**src/rtl/fbp_pkg.sv**
```systemverilog
package fbp_pkg;

    localparam int BYTE_W = 8;

    localparam logic [BYTE_W-1:0] OP_SETUP  = 8'h40;
    localparam logic [BYTE_W-1:0] OP_VERIFY = 8'hC0;
    localparam logic [BYTE_W-1:0] OP_READ   = 8'h00;

    typedef enum logic [3:0] {
        ST_IDLE,
        ST_SETUP,
        ST_PROG,
        ST_PULSE,
        ST_VCMD,
        ST_VWAIT,
        ST_VREAD,
        ST_RDCMD,
        ST_REPORT
    } seq_state_e;

    typedef struct packed {
        logic              we;
        logic              re;
        logic [BYTE_W-1:0] wdata;
    } bus_op_t;

    function automatic bus_op_t bus_op_for(seq_state_e s, logic [BYTE_W-1:0] tgt);
        bus_op_t op;
        op = '{we: 1'b0, re: 1'b0, wdata: '0};
        case (s)
            ST_SETUP: begin op.we = 1'b1; op.wdata = OP_SETUP;  end
            ST_PROG:  begin op.we = 1'b1; op.wdata = tgt;       end
            ST_VCMD:  begin op.we = 1'b1; op.wdata = OP_VERIFY; end
            ST_RDCMD: begin op.we = 1'b1; op.wdata = OP_READ;   end
            ST_VREAD: op.re = 1'b1;
            default:  ;
        endcase
        return op;
    endfunction

    function automatic logic seq_active(seq_state_e s);
        return (s != ST_IDLE) && (s != ST_REPORT);
    endfunction

endpackage

```
**src/rtl/fbp_timer.sv**
```systemverilog
module fbp_timer #(
    parameter int W = 4
) (
    input  logic         clk,
    input  logic         rst,
    input  logic         load,
    input  logic [W-1:0] load_val,
    output logic         expired
);
    logic [W-1:0] remain;

    always_ff @(posedge clk) begin
        if (rst)
            remain <= '0;
        else if (load)
            remain <= load_val;
        else if (remain != '0)
            remain <= remain - 1'b1;
    end

    assign expired = (remain == '0);
endmodule

```
**src/rtl/fbp_attempts.sv**
```systemverilog
module fbp_attempts #(
    parameter int LIMIT = 25,
    parameter int CW    = $clog2(LIMIT + 1)
) (
    input  logic          clk,
    input  logic          rst,
    input  logic          clear,
    input  logic          bump,
    output logic [CW-1:0] count,
    output logic          at_limit
);
    always_ff @(posedge clk) begin
        if (rst || clear)
            count <= '0;
        else if (bump && count != CW'(LIMIT))
            count <= count + 1'b1;
    end

    assign at_limit = (count == CW'(LIMIT));
endmodule

```
**src/rtl/fbp_bus_drive.sv**
```systemverilog
module fbp_bus_drive #(
    parameter int ADDR_W = 17
) (
    input  fbp_pkg::seq_state_e       state,
    input  logic [ADDR_W-1:0]         tgt_addr,
    input  logic [fbp_pkg::BYTE_W-1:0] tgt_data,
    output logic [ADDR_W-1:0]         fl_addr,
    output logic [fbp_pkg::BYTE_W-1:0] fl_wdata,
    output logic                      fl_we,
    output logic                      fl_re
);
    fbp_pkg::bus_op_t op;

    always_comb begin
        op       = fbp_pkg::bus_op_for(state, tgt_data);
        fl_we    = op.we;
        fl_re    = op.re;
        fl_wdata = op.wdata;
        fl_addr  = tgt_addr;
    end
endmodule

```
**src/rtl/flash_byte_prog.sv**
```systemverilog
module flash_byte_prog
    import fbp_pkg::*;
#(
    parameter int CLK_HZ     = 50_000_000,
    parameter int PULSE_MS   = 10,
    parameter int MAX_PULSES = 25,
    parameter int VFY_WAIT   = 3,
    parameter int ADDR_W     = 17
) (
    input  logic                              clk,
    input  logic                              rst,
    input  logic                              start,
    input  logic [ADDR_W-1:0]                 addr_in,
    input  logic [7:0]                        data_in,
    output logic                              busy,
    output logic                              done,
    output logic                              fail,
    output logic                              hv_en,
    output logic [$clog2(MAX_PULSES+1)-1:0]   attempts,
    output logic [ADDR_W-1:0]                 fl_addr,
    output logic [7:0]                        fl_wdata,
    output logic                              fl_we,
    output logic                              fl_re,
    input  logic [7:0]                        fl_rdata
);
    localparam int PULSE_CYCLES = CLK_HZ / 1000 * PULSE_MS;
    localparam int LONGEST      = (PULSE_CYCLES > VFY_WAIT) ? PULSE_CYCLES : VFY_WAIT;
    localparam int TMR_W        = $clog2(LONGEST + 1);
    localparam int CNT_W        = $clog2(MAX_PULSES + 1);

    seq_state_e        state, state_nx;
    logic [ADDR_W-1:0] tgt_addr;
    logic [BYTE_W-1:0] tgt_data;
    logic              fail_q;
    logic              accept;
    logic              tmr_load;
    logic [TMR_W-1:0]  tmr_val;
    logic              tmr_expired;
    logic              at_limit;
    logic              verified;

    assign accept   = (state == ST_IDLE) && start;
    assign verified = (fl_rdata == tgt_data);

    fbp_timer #(.W(TMR_W)) u_timer (
        .clk      (clk),
        .rst      (rst),
        .load     (tmr_load),
        .load_val (tmr_val),
        .expired  (tmr_expired)
    );

    fbp_attempts #(.LIMIT(MAX_PULSES), .CW(CNT_W)) u_attempts (
        .clk      (clk),
        .rst      (rst),
        .clear    (accept),
        .bump     (state == ST_PROG),
        .count    (attempts),
        .at_limit (at_limit)
    );

    fbp_bus_drive #(.ADDR_W(ADDR_W)) u_bus (
        .state    (state),
        .tgt_addr (tgt_addr),
        .tgt_data (tgt_data),
        .fl_addr  (fl_addr),
        .fl_wdata (fl_wdata),
        .fl_we    (fl_we),
        .fl_re    (fl_re)
    );

    always_comb begin
        state_nx = state;
        tmr_load = 1'b0;
        tmr_val  = '0;
        case (state)
            ST_IDLE:   if (start) state_nx = ST_SETUP;
            ST_SETUP:  state_nx = ST_PROG;
            ST_PROG: begin
                state_nx = ST_PULSE;
                tmr_load = 1'b1;
                tmr_val  = TMR_W'(PULSE_CYCLES - 1);
            end
            ST_PULSE:  if (tmr_expired) state_nx = ST_VCMD;
            ST_VCMD: begin
                state_nx = ST_VWAIT;
                tmr_load = 1'b1;
                tmr_val  = TMR_W'(VFY_WAIT - 1);
            end
            ST_VWAIT:  if (tmr_expired) state_nx = ST_VREAD;
            ST_VREAD:  state_nx = (verified || at_limit) ? ST_RDCMD : ST_SETUP;
            ST_RDCMD:  state_nx = ST_REPORT;
            ST_REPORT: state_nx = ST_IDLE;
            default:   state_nx = ST_IDLE;
        endcase
    end

    always_ff @(posedge clk) begin
        if (rst) begin
            state    <= ST_IDLE;
            tgt_addr <= '0;
            tgt_data <= '0;
            fail_q   <= 1'b0;
        end else begin
            state <= state_nx;
            if (accept) begin
                tgt_addr <= addr_in;
                tgt_data <= data_in;
                fail_q   <= 1'b0;
            end else if (state == ST_VREAD && !verified && at_limit) begin
                fail_q <= 1'b1;
            end
        end
    end

    assign busy  = seq_active(state);
    assign hv_en = seq_active(state);
    assign done  = (state == ST_REPORT);
    assign fail  = (state == ST_REPORT) && fail_q;
endmodule

```
**config.mk**
```make
export PLATFORM = sky130hd
export DESIGN_NAME = flash_byte_prog
export DESIGN_NICKNAME = d
export VERILOG_FILES = /design/src/rtl/fbp_pkg.sv /design/src/rtl/fbp_timer.sv /design/src/rtl/fbp_attempts.sv /design/src/rtl/fbp_bus_drive.sv /design/src/rtl/flash_byte_prog.sv
export SDC_FILE = /design/constraint.sdc
export NUM_CORES = 1
export LEC_CHECK = 0
export BUFFER_PORTS_ARGS = -buffer_cell sky130_fd_sc_hd__buf_2
export CORE_MARGIN = 4
export CORE_UTILIZATION = 42
export CTS_BUF_LIST = sky130_fd_sc_hd__clkbuf_4 sky130_fd_sc_hd__clkbuf_8 sky130_fd_sc_hd__clkbuf_16
export CTS_CLUSTER_SIZE = 8
export DETAILED_ROUTE_END_ITERATION = 6
export GPL_TIMING_DRIVEN = 0
export PLACE_DENSITY = 0.78
export SETUP_SLACK_MARGIN = 0.15
export SLEW_MARGIN = 20
export SYNTH_ARGS = -nofsm -noshare
export SYNTH_HDL_FRONTEND = slang
export SYNTH_SLANG_ARGS = --single-unit
```
**constraint.sdc**
```tcl
create_clock -name clk -period 1.67 [get_ports clk]
set_input_delay 0.334 -clock clk [delete_from_list [all_inputs] [get_ports clk]]
set_output_delay 0.334 -clock clk [all_outputs]
set_load 0.01 [all_outputs]
```
=== After elaboration in Yosys (flattened, before gate mapping) ===
Index checks and enable logic that the tools add are counted.

* Add/sub/neg operators: 2
* $mul: 0
* Div/mod/pow operators: 0
* $lt $le $gt $ge: 0
* Eq/ne operators: 15
* Shifts and indexed selects: 0
* Muxes and demuxes: 12
* Bitwise operators: 0
* Reductions and logical operators: 18

{| class="wikitable"
|+ Operators by type and width
! cell !! count
|-
| $mux 19 || 2
|-
| $pmux 19 s2 || 1
|-
| $pmux 4 s8 || 1
|-
| $pmux 8 s3 || 1
|-
| $logic_not 19->1 || 1
|-
| $reduce_bool 19->1 || 1
|-
| $sub 19x1->19 const B || 1
|-
| $eq 4x3->1 const B || 4
|-
| $mux 4 || 3
|-
| $eq 4x2->1 const B || 2
|-
| $eq 8x8->1 || 1
|-
| $logic_and 1x1->1 || 6
|-
| $ne 2x2->1 const B || 3
|-
| $add 5x1->5 const B || 1
|-
| $eq 5x5->1 const B || 1
|-
| $ne 5x5->1 const B || 1
|-
| $eq 4x1->1 const B || 1
|-
| $eq 4x4->1 const B || 1
|-
| $logic_not 4->1 || 1
|-
| $ne 4x4->1 const B || 1
|-
| $reduce_bool 4->1 || 1
|-
| $reduce_or 2->1 || 2
|-
| $reduce_or 4->1 || 1
|-
| $mux 1 || 3
|-
| 5 further kinds || 6
|}

* Register bits after elaboration: 54
* Latch bits: 0
* RAM bits: 0
* ROM bits: 0
* Input port bits: 36
* Output and inout port bits: 36
* Logic and storage cells: 53
* Memories kept: 0

=== Depth between registers and ports, before layout ===
* Word-level depth: 4
* Depth in mapped cells: 8
* Mapped depth without buffers: 7

=== Hierarchy ===
From an unflattened synthesis, not the netlist that was laid out.

* Cells, all modules: 361
* Area, all modules: 2947.8 µm²

{| class="wikitable"
|+ By module, submodules not included
! module !! instances !! cells each !! area an instance (µm²) !! sequential area each (µm²)
|-
| flash_byte_prog || 1 || 164 || 1323.8 || 600.6
|-
| fbp_timer || 1 || 138 || 1104.8 || 380.4
|-
| fbp_bus_drive || 1 || 33 || 262.8 || 0.0
|-
| fbp_attempts || 1 || 26 || 256.5 || 100.1
|}

=== Least setup slack after synthesis ===
OpenSTA, ideal clock, no wires.

* Kind: register to register
* From: register u_timer.remain[0]
* To: register u_timer.remain[16]
* Library setup time: 127 ps
* Arrival: 1673 ps
* Required time: 1543 ps
* Setup slack: -131 ps
* Cell stages (with the launch flop): 9
* Buffers on the path: 1
* Clock period less this slack: 1801 ps
* Path through: dfxtp_1 inv_1 ha_1 nor4b_2 nand3_2 buf_6 nor4_4 mux2i_1 o21ai_1

* Word-level cells in the longest chain between the ends: 3
* Elaborated cells on any way between the ends: 5
* Classes of those cells: add/sub: 1; mux: 2; reduce/logical: 2

{| class="wikitable"
|+ RTL lines
! what !! line !! text
|-
| from (decl) || fbp_timer.sv:10 || <nowiki>logic [W-1:0] remain;</nowiki>
|-
| from (signal assigned) || fbp_timer.sv:16 || <nowiki>remain <= load_val;</nowiki>
|-
| from (signal assigned) || fbp_timer.sv:18 || <nowiki>remain <= remain - 1'b1;</nowiki>
|-
| $sub 19x1->19 || fbp_timer.sv:18 ||
|-
| $mux 19 || fbp_timer.sv:17 || <nowiki>else if (remain != '0)</nowiki>
|-
| $mux 19 || fbp_timer.sv:15 || <nowiki>else if (load)</nowiki>
|}

Parallel ways exist; a longest one is shown, timed or not. The select of a mux whose other input is x is not followed.
A chain may end at the register's enable or synchronous reset.

=== Worst setup path after layout ===
* From: register state[1]
* To: output fl_wdata[7]

* Word-level cells in the longest chain between the ends: 2
* Elaborated cells on any way between the ends: 4
* Classes of those cells: eq/ne: 3; mux: 1

{| class="wikitable"
|+ RTL lines
! what !! line !! text
|-
| from (decl) || flash_byte_prog.sv:31 || <nowiki>seq_state_e state, state_nx;</nowiki>
|-
| from (signal assigned) || flash_byte_prog.sv:105 || <nowiki>state <= state_nx;</nowiki>
|-
| $eq 4x3->1, or another cell as far along || fbp_pkg.sv:30 || <nowiki>case (s)</nowiki>
|-
| $pmux 8 s3 * || fbp_pkg.sv:30 ||
|-
| to (decl) || flash_byte_prog.sv:21 || <nowiki>output logic [7:0] fl_wdata,</nowiki>
|}

Every way passes the cells marked *; elsewhere a longest branch is shown, timed or not.

==> flow_summary.toml <==
[clocking]
cts_tree = "yes"
htree_levels = 2
root_buffer = "clkbuf_8"
cts-buffers-inserted = 5
clk_pin_slew_ns = 0.11
clockBufferDepth = 2
cts_sinks = 54
clock_latency_ns = 0.32

[timing]
setup_violations = 25
rsz0062_at_grt = "true"
finalHoldViolCount = 0
fin_crit_ns = 1.82
fin_ws_ns = -0.149
maxSlewViolCount = 0
period_share_pct = 109
max_slew_margin_pct = 58.8
tns_ns = -1.79
fmax_mhz = 550
tightest_slew_ns = 0.618
fin_worst_skew_ns = 0.0110

[grt]
antenna_found_initial = 0
grt_max_degree = 18
grt_pass1_wl_mm = 13.6
overflow = 0
grt.total_usage_pct = 21.9
grt_pass1_vias = 2888

[logic_synthesis]
syn-num-nets = 368
synth.avg_cell_area_um2 = 8.07
synth_ff_type = "dfxtp_1"
yosysWarnings = 0
synth_mux_area_share_pct = 1.60
syn_inst = 329
synth_adder_area_share_pct = 1.41
ys_seq_area_share_pct = 40.7
ys_seq_elements = 54
yosys.area_share.simple_pct = 30.9
synth_compound_area_share_pct = 13.0
synth.cell_area_um2 = 2660
ys_types = 51
synthXorXnorAreaFrac_pct = 7.91
async_flop_share_pct = 0
synth_top_family_by_area = "simple AND/OR/NAND/NOR gates"
synth-edff-count = 0

[layout]
multi_input_area_um2 = 1880
finalNetCount = 483
fill_cells = 420
insertedDiodeCount = 0
seqCellArea_um2 = 1120
area_delta_synth_final_pct = 56.1
layout-drive-gt1-share_pct = 49.7
finalCoreUtilization_pct = 68.8

[pwr]
powerDensity_nw_per_um2 = 1760
power.total_mw = 7.28
power_leakage_nw = 1.75
ir_worst_vdd_mv = 1.36

[drt]
routed-via-count = 2895
routed_wl_mm = 8.80
antenna_left = 0
drt-pass1-iter-count = 4
drcViolationCount = 0
drt_iter0_markers = 175
viasPerCell = 5.57
wl_per_cell_um = 16.9

[die]
die_w_um = 87.5
die_area_um2 = 7660
start_util_pct = 44.1
dieHeight_um = 87.5
design.core.area_um2 = 6030
rows = 28
io_pins = 72

[outcome]
violations = "setup timing"
outcome = "finished with violations"

[worst_hold_path]
hold_path_class = "input pin to flip-flop"

[worst_setup_path]
crit_arrival_ns = 1.48
reg2reg_slack_ns = -0.08
timing.rr.start = "u_timer.remain[0]$_SDFFE_PP0P_"
timing.rr.end = "u_timer.remain[16]$_SDFFE_PP0P_"
cp-end-kind = "output pin"
reg2regPathDepth = 8
crit_type = "flip-flop to output pin"
endpoint = "fl_wdata[7]"
critPathLaunch = "state[1]$_SDFFE_PP0P_"
start_kind = "flip-flop"
worst_ep_required_time_ns = 1.34
path_max_fanout = 7

[place]
dpl_worst_slack_ns = -0.108
io_buffers = 71
hpwl_mm = 5.03
gp_congestion = 0.874

[job]
drv_cap = 0
stage by stage:
stage          cells  area (um^2)  hold slack, ns
2_1_floorplan    329         2700           0.456
3_3_place_gp     475         3150           0.438
3_5_place_dp     475         3150           0.445
4_1_cts          512         3890           0.243
5_1_grt          520         4150           0.247
6_report         520         4150           0.247
state kept, by name (all words and copies together) (netlist names):
name,cells
u_timer.remain,19
tgt_addr,17
tgt_data,8
u_attempts.count,5
state,4
fail_q,1
per-layer routing:
| metal | vias up | share of wire, % | track usage [%] |
|---|---|---|---|
| met5 | - | 0 | 0 |
| met4 | 0 | 2.7 | 5.72 |
| met3 | 27 | 8.4 | 7.10 |
| met2 | 127 | 51 | 39.0 |
| met1 | 1377 | 38 | 25.3 |
| li1 | 1364 | - | - |
timing repair:
item | CTS | global route
setup endpoints to repair | 67 | 67
pin swaps | 38 | 19
endpoints found under the hold margin | 0 | 0
resized for setup | 109 | 44
gates cloned | 1 | 0
buffers inserted | 28 | 8
hold buffers | 0 | 0
worst min path at each step:
stage | startpoint | to | slack (ns) | cells past startpoint
after detailed placement | tgt_addr[12]$_SDFFE_PP0P_ | tgt_addr[12]$_SDFFE_PP0P_ | 0.44 | 2
after CTS | addr_in[5] | tgt_addr[5]$_SDFFE_PP0P_ | 0.24 | 3
after global routing | data_in[0] | tgt_data[0]$_SDFFE_PP0P_ | 0.25 | 3
after global placement | tgt_addr[10]$_SDFFE_PP0P_ | tgt_addr[10]$_SDFFE_PP0P_ | 0.44 | 2
after floorplan | u_timer.remain[18]$_SDFFE_PP0P_ | u_timer.remain[18]$_SDFFE_PP0P_ | 0.46 | 2
final | addr_in[0] | tgt_addr[0]$_SDFFE_PP0P_ | 0.25 | 3
cell usage after synthesis, types with 2 or more instances:
master / count / area share (%)
inv_1: 6 / 0.85
buf_2: 4 / 0.75
and3_1: 5 / 1.2
nor4_1: 6 / 1.4
nand2b_1: 6 / 1.4
or3_1: 2 / 0.47
nor2_1: 22 / 3.1
a21oi_1: 34 / 6.4
buf_1: 2 / 0.28
nand2_1: 61 / 8.6
and2_1: 9 / 2.1
xor2_1: 16 / 5.3
nor4_2: 2 / 0.94
nor3_1: 17 / 3.2
nand4_1: 6 / 1.4
o21ai_0: 3 / 0.57
clkbuf_1: 13 / 1.8
a2111oi_0: 2 / 0.66
ha_1: 3 / 1.4
xnor2_1: 8 / 2.6
nor4b_1: 2 / 0.66
dfxtp_1: 54 / 41
nor4_4: 2 / 1.6
o21ai_1: 11 / 2.1
o31ai_1: 2 / 0.57
nand3b_1: 2 / 0.57
nand3_1: 4 / 0.75
mux2i_1: 2 / 0.75
worst max-delay path, cell delays in order (launching register included):
cell	delay [ns]
dfxtp_2	0.34
buf_6	0.12
buf_8	0.13
nand2_2	0.04
mux2_4	0.27
nor3_2	0.11
buf_2	0.15
logic make-up (layout without fill, tap and decap cells):
family	after synthesis	count (layout)
AO/OA/AOI/OAI	61	61
flip-flops	54	54
AND/OR/NAND/NOR	156	156
multiplexers	4	4
adder cells (fa/ha/maj)	3	3
XOR/XNOR	24	24
buffers and inverters	27	143
power breakdown:
| part | internal, mW | switching, mW | leakage, nW |
|---|---|---|---|
| clock | 0.447 | 0.456 | 0.0504 |
| combinational | 2.09 | 2.26 | 1.25 |
| sequential | 1.61 | 0.421 | 0.451 |
layout by cell type, fill, tap and decap left out, types with 5 or more instances in the layout:
cell / count
a21oi_2: 5
dfxtp_2: 11
nor2_1: 18
and2_4: 7
xor2_1: 15
a21oi_1: 29
xnor2_1: 8
o21ai_1: 7
nand4_1: 6
buf_4: 30
buf_2: 66
buf_6: 18
dfxtp_1: 37
dfxtp_4: 6
nand2_1: 56
nor4_4: 6
clkbuf_8: 10
nor3_1: 10
cell type report:
class	count	share of cell area (%)
timing repair buffer	108	16.7
clock inverter	3	1.09
sequential	54	26.9
multi-input combinational	248	45.4
clock buffer	5	1.66
tap	75	2.26
buffer	21	5.31
inverter	6	0.603
No activity file was read; power rests on OpenSTA's default activity.
